File: src/rtl/osd_pkg.sv
package osd_pkg;

  // Bit positions inside the per-dot glyph column slice.
  localparam int unsigned COL_BELOW = 0;
  localparam int unsigned COL_MID   = 1;
  localparam int unsigned COL_ABOVE = 2;
  localparam int unsigned COL_W     = 3;

  // Number of output systems driven by the router.
  localparam int unsigned NUM_SYS   = 2;

  typedef struct packed {
    logic cha;
    logic blk;
  } osd_pair_t;

  typedef struct packed {
    logic             act;
    logic             attr;
    logic [COL_W-1:0] col;
  } osd_dot_t;

endpackage

File: src/rtl/osd_blink_timer.sv
module osd_blink_timer #(
  parameter bit          FROM_VSYNC = 1'b1,
  parameter int unsigned FAST_HALF  = 15,
  parameter int unsigned SLOW_HALF  = 30
) (
  input  logic clk,
  input  logic rst_n,
  input  logic tick,
  input  logic slow,
  output logic phase
);

  localparam int unsigned MAX_HALF = (SLOW_HALF > FAST_HALF) ? SLOW_HALF : FAST_HALF;
  localparam int unsigned CNT_W    = $clog2(MAX_HALF + 1);
  localparam logic [CNT_W-1:0] FAST_LAST = CNT_W'(FAST_HALF - 1);
  localparam logic [CNT_W-1:0] SLOW_LAST = CNT_W'(SLOW_HALF - 1);

  logic             step;
  logic [CNT_W-1:0] cnt_q, cnt_d;
  logic [CNT_W-1:0] last;
  logic             phase_d;

  generate
    if (FROM_VSYNC) begin : g_vsync
      assign step = tick;
    end else begin : g_divider
      logic unused_tick;
      assign unused_tick = tick;
      assign step        = 1'b1;
    end
  endgenerate

  assign last = slow ? SLOW_LAST : FAST_LAST;

  always_comb begin
    cnt_d   = cnt_q;
    phase_d = phase;
    if (step) begin
      if (cnt_q >= last) begin
        cnt_d   = '0;
        phase_d = ~phase;
      end else begin
        cnt_d = cnt_q + 1'b1;
      end
    end
  end

  always_ff @(posedge clk or negedge rst_n) begin
    if (!rst_n) begin
      cnt_q <= '0;
      phase <= 1'b0;
    end else if (step) begin
      cnt_q <= cnt_d;
      phase <= phase_d;
    end
  end

endmodule

File: src/rtl/osd_dot_shaper.sv
module osd_dot_shaper
  import osd_pkg::*;
#(
  parameter int unsigned ROW_W = 4
) (
  input  logic             clk,
  input  logic             rst_n,
  input  logic             in_act,
  input  logic             in_attr,
  input  logic [ROW_W-1:0] in_row,
  input  logic [COL_W-1:0] in_col,
  input  logic             rev_en,
  input  logic             blink_en,
  input  logic             blink_ph,
  input  logic             border_en,
  input  logic             blank_only,
  output logic             mid_act,
  output logic [ROW_W-1:0] mid_row,
  output osd_pair_t        mid_pair
);

  // Three-dot horizontal window: next (live input), mid, prev.
  osd_dot_t         nxt_dot;
  osd_dot_t         mid_q, prev_q;
  logic [ROW_W-1:0] row_q;

  logic glyph, vert_nb, horz_nb, any_nb, rev_on, edge_dot, cha_c;

  always_comb begin
    nxt_dot.act  = in_act;
    nxt_dot.attr = in_attr & in_act;
    nxt_dot.col  = in_act ? in_col : '0;
  end

  always_ff @(posedge clk or negedge rst_n) begin
    if (!rst_n) begin
      mid_q  <= '0;
      prev_q <= '0;
      row_q  <= '0;
    end else begin
      mid_q  <= nxt_dot;
      prev_q <= mid_q;
      row_q  <= in_row;
    end
  end

  always_comb begin
    glyph    = mid_q.col[COL_MID];
    vert_nb  = mid_q.col[COL_ABOVE] | mid_q.col[COL_BELOW];
    horz_nb  = prev_q.col[COL_MID] | nxt_dot.col[COL_MID];
    any_nb   = vert_nb | horz_nb;
    rev_on   = rev_en & mid_q.attr & (~blink_en | blink_ph);
    cha_c    = rev_on ? ~glyph : glyph;
    edge_dot = border_en & ~rev_on & ~glyph & any_nb;
    mid_pair.cha = cha_c;
    mid_pair.blk = edge_dot | rev_on | (~blank_only & cha_c);
  end

  assign mid_act = mid_q.act;
  assign mid_row = row_q;

endmodule

File: src/rtl/osd_line_router.sv
module osd_line_router
  import osd_pkg::*;
#(
  parameter int unsigned NUM_ROWS = 12,
  parameter int unsigned ROW_W    = 4
) (
  input  logic                clk,
  input  logic                rst_n,
  input  logic                disp_en,
  input  logic                sys1_excl,
  input  logic [NUM_ROWS-1:0] line_mask,
  input  logic                mid_act,
  input  logic [ROW_W-1:0]    mid_row,
  input  osd_pair_t           mid_pair,
  output osd_pair_t           sys_out [NUM_SYS]
);

  localparam int unsigned ROW_SPAN = 1 << ROW_W;
  localparam int unsigned PAD      = ROW_SPAN - NUM_ROWS;

  logic [ROW_SPAN-1:0] mask_ext;
  logic                to_sec;
  logic                live;
  logic [NUM_SYS-1:0]  sys_en;

  assign mask_ext = {{PAD{1'b0}}, line_mask};
  assign to_sec   = mask_ext[mid_row];
  assign live     = disp_en & mid_act;

  always_comb begin
    sys_en    = '0;
    sys_en[0] = live & ~(sys1_excl & to_sec);
    sys_en[1] = live & to_sec;
  end

  generate
    for (genvar s = 0; s < NUM_SYS; s++) begin : g_sys
      osd_pair_t nxt;

      always_comb begin
        nxt.cha = sys_en[s] & mid_pair.cha;
        nxt.blk = sys_en[s] & mid_pair.blk;
      end

      always_ff @(posedge clk or negedge rst_n) begin
        if (!rst_n) begin
          sys_out[s] <= '0;
        end else begin
          sys_out[s] <= nxt;
        end
      end
    end
  endgenerate

endmodule

File: src/rtl/osd_attr_router.sv
module osd_attr_router
  import osd_pkg::*;
#(
  parameter int unsigned NUM_ROWS         = 12,
  parameter bit          BLINK_FROM_VSYNC = 1'b1,
  parameter int unsigned BLINK_FAST_HALF  = 15,
  parameter int unsigned BLINK_SLOW_HALF  = 30,
  localparam int unsigned ROW_W           = $clog2(NUM_ROWS + 1)
) (
  input  logic                clk,
  input  logic                rst_n,
  input  logic                disp_en,
  input  logic                rev_en,
  input  logic                blink_en,
  input  logic                blink_slow,
  input  logic                border_en,
  input  logic                blank_only,
  input  logic                sys1_excl,
  input  logic [NUM_ROWS-1:0] line_mask,
  input  logic                vs_tick,
  input  logic                dot_act,
  input  logic                dot_attr,
  input  logic [ROW_W-1:0]    dot_row,
  input  logic [COL_W-1:0]    dot_col,
  output logic                cha1,
  output logic                blk1,
  output logic                cha2,
  output logic                blk2
);

  logic             blink_ph;
  logic             mid_act;
  logic [ROW_W-1:0] mid_row;
  osd_pair_t        mid_pair;
  osd_pair_t        sys_out [NUM_SYS];

  osd_blink_timer #(
    .FROM_VSYNC (BLINK_FROM_VSYNC),
    .FAST_HALF  (BLINK_FAST_HALF),
    .SLOW_HALF  (BLINK_SLOW_HALF)
  ) u_blink (
    .clk   (clk),
    .rst_n (rst_n),
    .tick  (vs_tick),
    .slow  (blink_slow),
    .phase (blink_ph)
  );

  osd_dot_shaper #(
    .ROW_W (ROW_W)
  ) u_shape (
    .clk        (clk),
    .rst_n      (rst_n),
    .in_act     (dot_act),
    .in_attr    (dot_attr),
    .in_row     (dot_row),
    .in_col     (dot_col),
    .rev_en     (rev_en),
    .blink_en   (blink_en),
    .blink_ph   (blink_ph),
    .border_en  (border_en),
    .blank_only (blank_only),
    .mid_act    (mid_act),
    .mid_row    (mid_row),
    .mid_pair   (mid_pair)
  );

  osd_line_router #(
    .NUM_ROWS (NUM_ROWS),
    .ROW_W    (ROW_W)
  ) u_route (
    .clk       (clk),
    .rst_n     (rst_n),
    .disp_en   (disp_en),
    .sys1_excl (sys1_excl),
    .line_mask (line_mask),
    .mid_act   (mid_act),
    .mid_row   (mid_row),
    .mid_pair  (mid_pair),
    .sys_out   (sys_out)
  );

  assign cha1 = sys_out[0].cha;
  assign blk1 = sys_out[0].blk;
  assign cha2 = sys_out[1].cha;
  assign blk2 = sys_out[1].blk;

endmodule

File: config.mk
export PLATFORM = sky130hd
export DESIGN_NAME = osd_attr_router
export DESIGN_NICKNAME = d
export VERILOG_FILES = /design/src/rtl/osd_pkg.sv /design/src/rtl/osd_blink_timer.sv /design/src/rtl/osd_dot_shaper.sv /design/src/rtl/osd_line_router.sv /design/src/rtl/osd_attr_router.sv
export SDC_FILE = /design/constraint.sdc
export NUM_CORES = 1
export LEC_CHECK = 0
export ABC_AREA = 0
export BUFFER_PORTS_ARGS = -buffer_cell sky130_fd_sc_hd__clkbuf_2
export CORE_ASPECT_RATIO = 1.25
export CORE_MARGIN = 5
export CORE_UTILIZATION = 47
export CTS_CLUSTER_DIAMETER = 150
export CTS_CLUSTER_SIZE = 24
export DETAILED_ROUTE_END_ITERATION = 8
export GPL_ROUTABILITY_DRIVEN = 1
export HOLD_SLACK_MARGIN = 0.05
export PLACE_DENSITY = 0.87
export RECOVER_POWER = 50
export REMOVE_ABC_BUFFERS = 1
export SLEW_MARGIN = 0
export SYNTH_ARGS = -nofsm -noshare
export SYNTH_HDL_FRONTEND = slang
export SYNTH_SLANG_ARGS = --single-unit
File: constraint.sdc
create_clock -name clk -period 2 [get_ports clk]
set_input_delay 0.5 -clock clk [delete_from_list [all_inputs] [get_ports clk]]
set_output_delay 0.5 -clock clk [all_outputs]
set_load 0.02 [all_outputs]
==> flow_metrics.env, run 1 <==
export IMPL_first_pass_iters=4
export IMPL_avgSynthCellArea_um2=12.65
export IMPL_p_leak_nw=0.5951
export IMPL_worstSetupPathType="flip-flop to flip-flop"
export IMPL_crit_end="u_blink.cnt_q[4]"
export IMPL_hp_class="input port to flip-flop"
export IMPL_ys_ff_latch=20
export IMPL_cap_viol_max_count=0
export IMPL_cp_slowest_cell="dfrtp_1"
export IMPL_hold_slack_ns=0.3098
export IMPL_antenna_found_initial=0
export IMPL_cts_setup_buffers=0
export IMPL_drc=0
export IMPL_overflow=0
export IMPL_grt_pass1_vias=725
export IMPL_power_density_nw_per_um2=848.9
export IMPL_avgViaCountPerCell=5.132
export IMPL_grt_start_max_net_pins=21
export IMPL_holdBufCountCts=0
export IMPL_drt_iter0_markers=10
export IMPL_finalCritPeriodShare_pct=86.80
export IMPL_drive_above_1_share_pct=33.64
export IMPL_peakVddDrop_mv=0.6289
export IMPL_cts_sink_count=20
export IMPL_post_cts_resized=0
export IMPL_tns_ns=0
export IMPL_synth_most_common_cell="dfrtp_1"
export IMPL_hold_viol_final=0
export IMPL_start_kind="flip-flop"
export IMPL_io_pins=35
export IMPL_fp_row_count=17
export IMPL_final_max_slew_violation_count=0
export IMPL_path_cells="inv_1 > ha_1 > nand2b_1 > a21oi_1 > o21bai_1 > or2_2 > o2bb2ai_1"
export IMPL_cts_tree="done"
export IMPL_timing_rr_start="u_blink.cnt_q[0]"
export IMPL_worst_slew_pin_slew_ns=1.012
export IMPL_final_setup_viol_count=0
export IMPL_yosysTopAreaCellShare_pct=54.95
export IMPL_synth_main_ff_cell="dfrtp_1"
export IMPL_synth_area_leaders="dfrtp_1 55%, mux4_1 8.7%, and2_1 5.5%"
export IMPL_dp_cells=125
export IMPL_cp_arrival_ns=1.95
export IMPL_r2r_cells=7
export IMPL_holdPathStages=1
export IMPL_dp_hpwl_um=1551
export IMPL_maxSlewHeadroom_pct=32.52
export IMPL_synth_edf_count=0
export IMPL_instances_no_fill=129
export IMPL_r2r_end="u_blink.cnt_q[4]"
export IMPL_die_width_um=49.38
export IMPL_rsz0062_at_grt="false"
export IMPL_ys_warnings_count=0
export IMPL_syn_area_um2=910.9
export IMPL_wirelength_um=1825
export IMPL_clock_skew_ns=0.003699
export IMPL_r2r_slack_ns=0.26
export IMPL_fin_area_um2=1139
export IMPL_cp_max_fo=6
export IMPL_clk_path_buf_depth=2
export IMPL_dpl_instance_area_um2=1105
export IMPL_synthCells=72
export IMPL_max_freq_ghz=0.5761
export IMPL_min_from="dot_row[1]"
export IMPL_postLayoutCoreUtil_pct=62.98
export IMPL_insertion_delay_ns=0.29
export IMPL_synth_distinct_cells=23
export IMPL_outcome="finished clean"
export IMPL_htree_levels=1
export IMPL_seq_area_frac_synth_pct=54.95
export IMPL_die_h_um=59.22
export IMPL_antenna_cells=0
export IMPL_start_util_pct=50.38
export IMPL_ant_nets=0
export IMPL_wl_per_cell_um=14.15
export IMPL_route_vias_total=662
export IMPL_final_nets=146
export IMPL_gp_congestion=0.7905
export IMPL_port_buffers=34
export IMPL_track_usage_pct=12.72
export IMPL_max_stage_delay_ns=0.41
export IMPL_fin_crit_ns=1.736
export IMPL_cts_root_buf="clkbuf_4"
export IMPL_async_reset_ff_share_pct=100.0
export IMPL_required_ns=2.21
export IMPL_grt_pass1_wl_um=2911
export IMPL_yosysTopAreaCell="dfrtp_1"
export IMPL_critPathLaunch="u_blink.cnt_q[0]"
export IMPL_crit_path_end_kind="flip-flop"
export IMPL_area_delta_synth_final_pct=25.00
export IMPL_synthTopCellsByCount="20 x dfrtp_1, 8 x and2_1"
export IMPL_numCtsBuffers=3
export IMPL_clkTransAtPathRegs_ns=0.11
export IMPL_coreArea_um2=1808
export IMPL_die_area_um2=2924
where the power goes:
| group | switching [W] | total (W) | internal [W] |
|---|---|---|---|
| clock | 0.000113 | 0.000223 | 0.000111 |
| combinational | 0.0000968 | 0.000220 | 0.000123 |
| sequential | 0.0000546 | 0.000523 | 0.000469 |
| total | 0.000264 | 0.000967 | 0.000703 |
cell type report:
| type | count | area [um^2] |
|---|---|---|
| timing repair buffer | 34 | 167.7 |
| sequential | 20 | 500.5 |
| fill | 159 | 669.4 |
| clock buffer | 4 | 36.28 |
| multi-input combinational | 48 | 395.4 |
| inverter | 4 | 15.01 |
| tap | 19 | 23.77 |
metal layers:
metal / track usage (%) / up-vias / part of all wire (%)
li1: - / 333 / -
met1: 13.43 / 304 / 37
met2: 24.13 / 21 / 55
met3: 2.771 / 4 / 5.5
met4: 5.243 / 0 / 1.6
met5: 0 / - / 0
flip-flops by register name, summed over array words and instances (netlist names):
name and cells:
u_blink.cnt_q 5, u_route.sys_out 4, u_shape.mid_row 4, u_shape.mid_q 3
u_blink.phase 1, u_shape.glyph 1, u_shape.mid_act 1, u_shape.prev_q 1
worst min-delay path by stage:
stage | slack [ns] | to
6_report | 0.31 | u_shape.mid_row[1]
5_1_grt | 0.30 | u_shape.mid_row[1]
4_1_cts | 0.16 | u_blink.cnt_q[1]
3_5_place_dp | 0.44 | u_shape.prev_q[1]
3_3_place_gp | 0.42 | u_shape.prev_q[1]
2_1_floorplan | 0.20 | u_blink.cnt_q[0]
cell families after synthesis:
family | share of synthesized area, %
buffers and inverters | 1.648
adder cells (fa/ha/maj) | 5.495
XOR/XNOR | 1.923
AND/OR/NAND/NOR | 13.74
multiplexers | 10.85
AO/OA/AOI/OAI | 11.40
flip-flops | 54.95
cell usage in the layout, fill, tap and decap left out, drive strengths merged:
master / Yosys / layout
inv: 4 / 4
a21oi: 3 / 3
nand3: 1 / 1
o2bb2ai: 4 / 4
o211ai: 1 / 1
and2: 8 / 8
o21ai: 4 / 4
ha: 4 / 4
and3: 2 / 2
xnor2: 1 / 1
a2111o: 1 / 1
dfrtp: 20 / 20
or2: 1 / 1
nand3b: 1 / 1
xor2: 1 / 1
nor2: 1 / 1
clkbuf: 0 / 38
nand2: 4 / 4
o21bai: 1 / 1
mux4: 3 / 3
nand2b: 4 / 4
a21o: 1 / 1
mux2i: 2 / 2
stage by stage:
| step | total power [W] | setup WS [ns] |
|---|---|---|
| 2_1_floorplan | 0.0006701 | 0.3420 |
| 3_3_place_gp | 0.0007384 | 0.1812 |
| 3_5_place_dp | 0.0007563 | 0.08859 |
| 4_1_cts | 0.0009827 | 0.2388 |
| 5_1_grt | 0.001035 | 0.1314 |
| 6_report | 0.0009666 | 0.2641 |
critical path: cells and delay by family (launching register included):
kind	cells	cell delay, ns
AO/OA/AOI/OAI	3	0.43
AND/OR/NAND/NOR	2	0.49
buffers and inverters	1	0.10
adder cells (fa/ha/maj)	1	0.23
flip-flops	1	0.41
(Power assumes the default switching activity.)
==> run 2, diff against run 1 <==
- ABC_AREA: 0 -> 1
==> flow_metrics.env, run 2 <==
export IMPL_peakVddDrop_mv=0.6087
export IMPL_cts_tree="done"
export IMPL_worstSetupPathType="flip-flop to flip-flop"
export IMPL_antenna_found_initial=0
export IMPL_cp_num_buf_inv=3
export IMPL_cts_root_buf="clkbuf_4"
export IMPL_largest_register_ffs=5
export IMPL_worst_slew_pin_slew_ns=0.9897
export IMPL_coreArea_um2=1937
export IMPL_overflow=0
export IMPL_wl_per_cell_um=11.43
export IMPL_synth_area_leaders="dfrtp_1 54%, nand2_1 12%, inv_1 6.9%"
export IMPL_synth_most_common_cell="nand2_1"
export IMPL_hold_viol_final=0
export IMPL_cp_slowest_cell="dfrtp_1"
export IMPL_yosys_area_share_adder_pct=5.420
export IMPL_die_area_um2=2957
export IMPL_fin_crit_ns=1.586
export IMPL_grt_pass1_wl_um=3318
export IMPL_seq_area_frac_synth_pct=54.20
export IMPL_max_stage_delay_ns=0.39
export IMPL_final_setup_viol_count=0
export IMPL_grt_pass1_vias=819
export IMPL_instances_no_fill=165
export IMPL_synth_distinct_cells=18
export IMPL_final_cell_mix="32 x clkbuf_2, 29 x nand2_1, 20 x dfrtp_1, 17 x inv_1, 11 x nor2_1"
export IMPL_ant_nets=0
export IMPL_finalCritPeriodShare_pct=79.32
export IMPL_cp_max_fo=3
export IMPL_synthMuxAreaShare_pct=0
export IMPL_cts_setup_buffers=0
export IMPL_synth_xor_area_share_pct=3.794
export IMPL_drc=0
export IMPL_avgViaCountPerCell=4.939
export IMPL_insertion_delay_ns=0.30
export IMPL_hold_slack_ns=0.3008
export IMPL_yosysTopAreaCellShare_pct=54.20
export IMPL_syn_area_um2=923.4
export IMPL_yosysTopAreaCell="dfrtp_1"
export IMPL_power_density_nw_per_um2=892.3
export IMPL_synthTopCellsByCount="29 x nand2_1, 20 x dfrtp_1, 17 x inv_1, 11 x nor2_1, 8 x nand3_1"
export IMPL_synth_top_family_by_area="simple AND/OR/NAND/NOR gates"
export IMPL_dpl_instance_area_um2=1119
export IMPL_start_kind="flip-flop"
export IMPL_gp_congestion=0.7571
export IMPL_numCtsBuffers=3
export IMPL_tns_ns=0
export IMPL_synthCells=107
export IMPL_cp_arrival_ns=1.79
export IMPL_io_pins=35
export IMPL_die_width_um=49.65
export IMPL_clock_skew_ns=0.003713
export IMPL_filler_cell_count=174
export IMPL_drive_above_1_share_pct=25.52
export IMPL_final_nets=181
export IMPL_post_cts_resized=0
export IMPL_port_buffers=34
export IMPL_ys_ff_latch=20
export IMPL_final_max_slew_violation_count=0
export IMPL_avgSynthCellArea_um2=8.630
export IMPL_htree_levels=1
export IMPL_drt_iter0_markers=11
export IMPL_final_common_cell="clkbuf_2"
export IMPL_dp_cells=161
export IMPL_path_cells="inv_1 > ha_1 > inv_1 > nand2_1 > nand2_1 > nand2_1 > nand3b_1 > nand2_1 > nand2_1 > inv_1 > nor3b_1"
export IMPL_antenna_cells=0
export IMPL_route_vias_total=815
export IMPL_synth_main_ff_cell="dfrtp_1"
export IMPL_p_leak_nw=0.6782
export IMPL_area_delta_synth_final_pct=24.80
export IMPL_crit_path_end_kind="flip-flop"
export IMPL_ys_warnings_count=0
export IMPL_holdBufCountCts=0
export IMPL_required_ns=2.21
export IMPL_async_reset_ff_share_pct=100.0
export IMPL_fin_area_um2=1152
export IMPL_synth_simple_area_share_pct=24.25
export IMPL_grt_start_max_net_pins=21
export IMPL_cp_top_family="simple AND/OR/NAND/NOR gates"
export IMPL_fp_row_count=18
export IMPL_hp_class="input port to flip-flop"
export IMPL_dp_hpwl_um=1553
export IMPL_first_pass_iters=4
export IMPL_top_register="u_blink.cnt_q"
export IMPL_synth_compound_area_share_pct=5.014
export IMPL_clkTransAtPathRegs_ns=0.11
export IMPL_maxSlewHeadroom_pct=34.02
export IMPL_track_usage_pct=14.67
export IMPL_clk_path_buf_depth=2
export IMPL_die_h_um=59.56
export IMPL_max_freq_ghz=0.6304
export IMPL_cts_sink_count=20
export IMPL_outcome="finished clean"
export IMPL_rsz0062_at_grt="false"
export IMPL_synth_edf_count=0
export IMPL_start_util_pct=47.67
export IMPL_wirelength_um=1886
export IMPL_cap_viol_max_count=0
export IMPL_cpMostUsedCell="nand2_1"
-- run 2: cell count changes after synthesis, moves of 3 or more --
cell,before,now
nand2b_1,4,0
nor2_1,1,11
nand3_1,1,8
inv_1,4,17
o2bb2ai_1,4,0
mux4_1,3,0
nand2_1,4,29
and2_1,8,0
-- run 2: report_power, final --
group | total (W) | switching, W | leakage (nW) | internal [W]
sequential | 0.000531 | 0.0000578 | 0.251 | 0.000473
clock | 0.000230 | 0.000119 | 0.0210 | 0.000111
combinational | 0.000268 | 0.000149 | 0.407 | 0.000118
total | 0.00103 | 0.000326 | 0.678 | 0.000703
-- run 2: layer usage --
metal  vias to the layer above  global-route usage (%)  share of wire (%)  wire length (um)
li1                        414                       -                  -                 -
met1                       372                   15.65                 37               693
met2                        24                   26.91                 55              1028
met3                         5                   2.771                6.0               114
met4                         0                   7.865                2.7                50
met5                         -                       0                  0                 0
-- run 2: worst paths after layout --
kind / from / endpoint / slack [ns] / cells past startpoint
max reg2reg: u_blink.cnt_q[0] / u_blink.cnt_q[3] / 0.41 / 11
min reg2reg: u_shape.glyph / u_shape.prev_q[1] / 0.43 / 0
max in group asynchronous: rst_n / u_shape.mid_q[3] / 1.08 / 1
min: dot_row[1] / u_shape.mid_row[1] / 0.30 / 1
max: u_blink.cnt_q[0] / u_blink.cnt_q[3] / 0.41 / 11
min in group asynchronous: rst_n / u_shape.mid_row[2] / 0.33 / 1
-- run 2: area by class of cell --
| class | instances | area [um^2] | area share (%) |
|---|---|---|---|
| Clock buffer | 4 | 36.28 | 3.149 |
| Inverter | 18 | 67.56 | 5.863 |
| Multi-Input combinational cell | 69 | 355.3 | 30.84 |
| Sequential cell | 20 | 500.5 | 43.43 |
| Tap cell | 20 | 25.02 | 2.172 |
| Timing Repair Buffer | 34 | 167.7 | 14.55 |
-- run 2: logic make-up after synthesis --
logic type      count (synthesis)
compound gates                  8
buf+inv                        18
flops                          20
fa+ha+maj                       4
simple gates                   53
xor+xnor                        4
-- run 2: per-stage QoR --
stage	worst slack, ns	total power (W)	utilization [%]
floorplan	0.5457	0.0007091	-
detailed placement	0.2416	0.0008068	57.75
CTS	0.4137	0.001034	59.63
finish	0.4136	0.001028	59.50
global route	0.2124	0.001110	59.50
global placement	0.3895	0.0007827	57.75
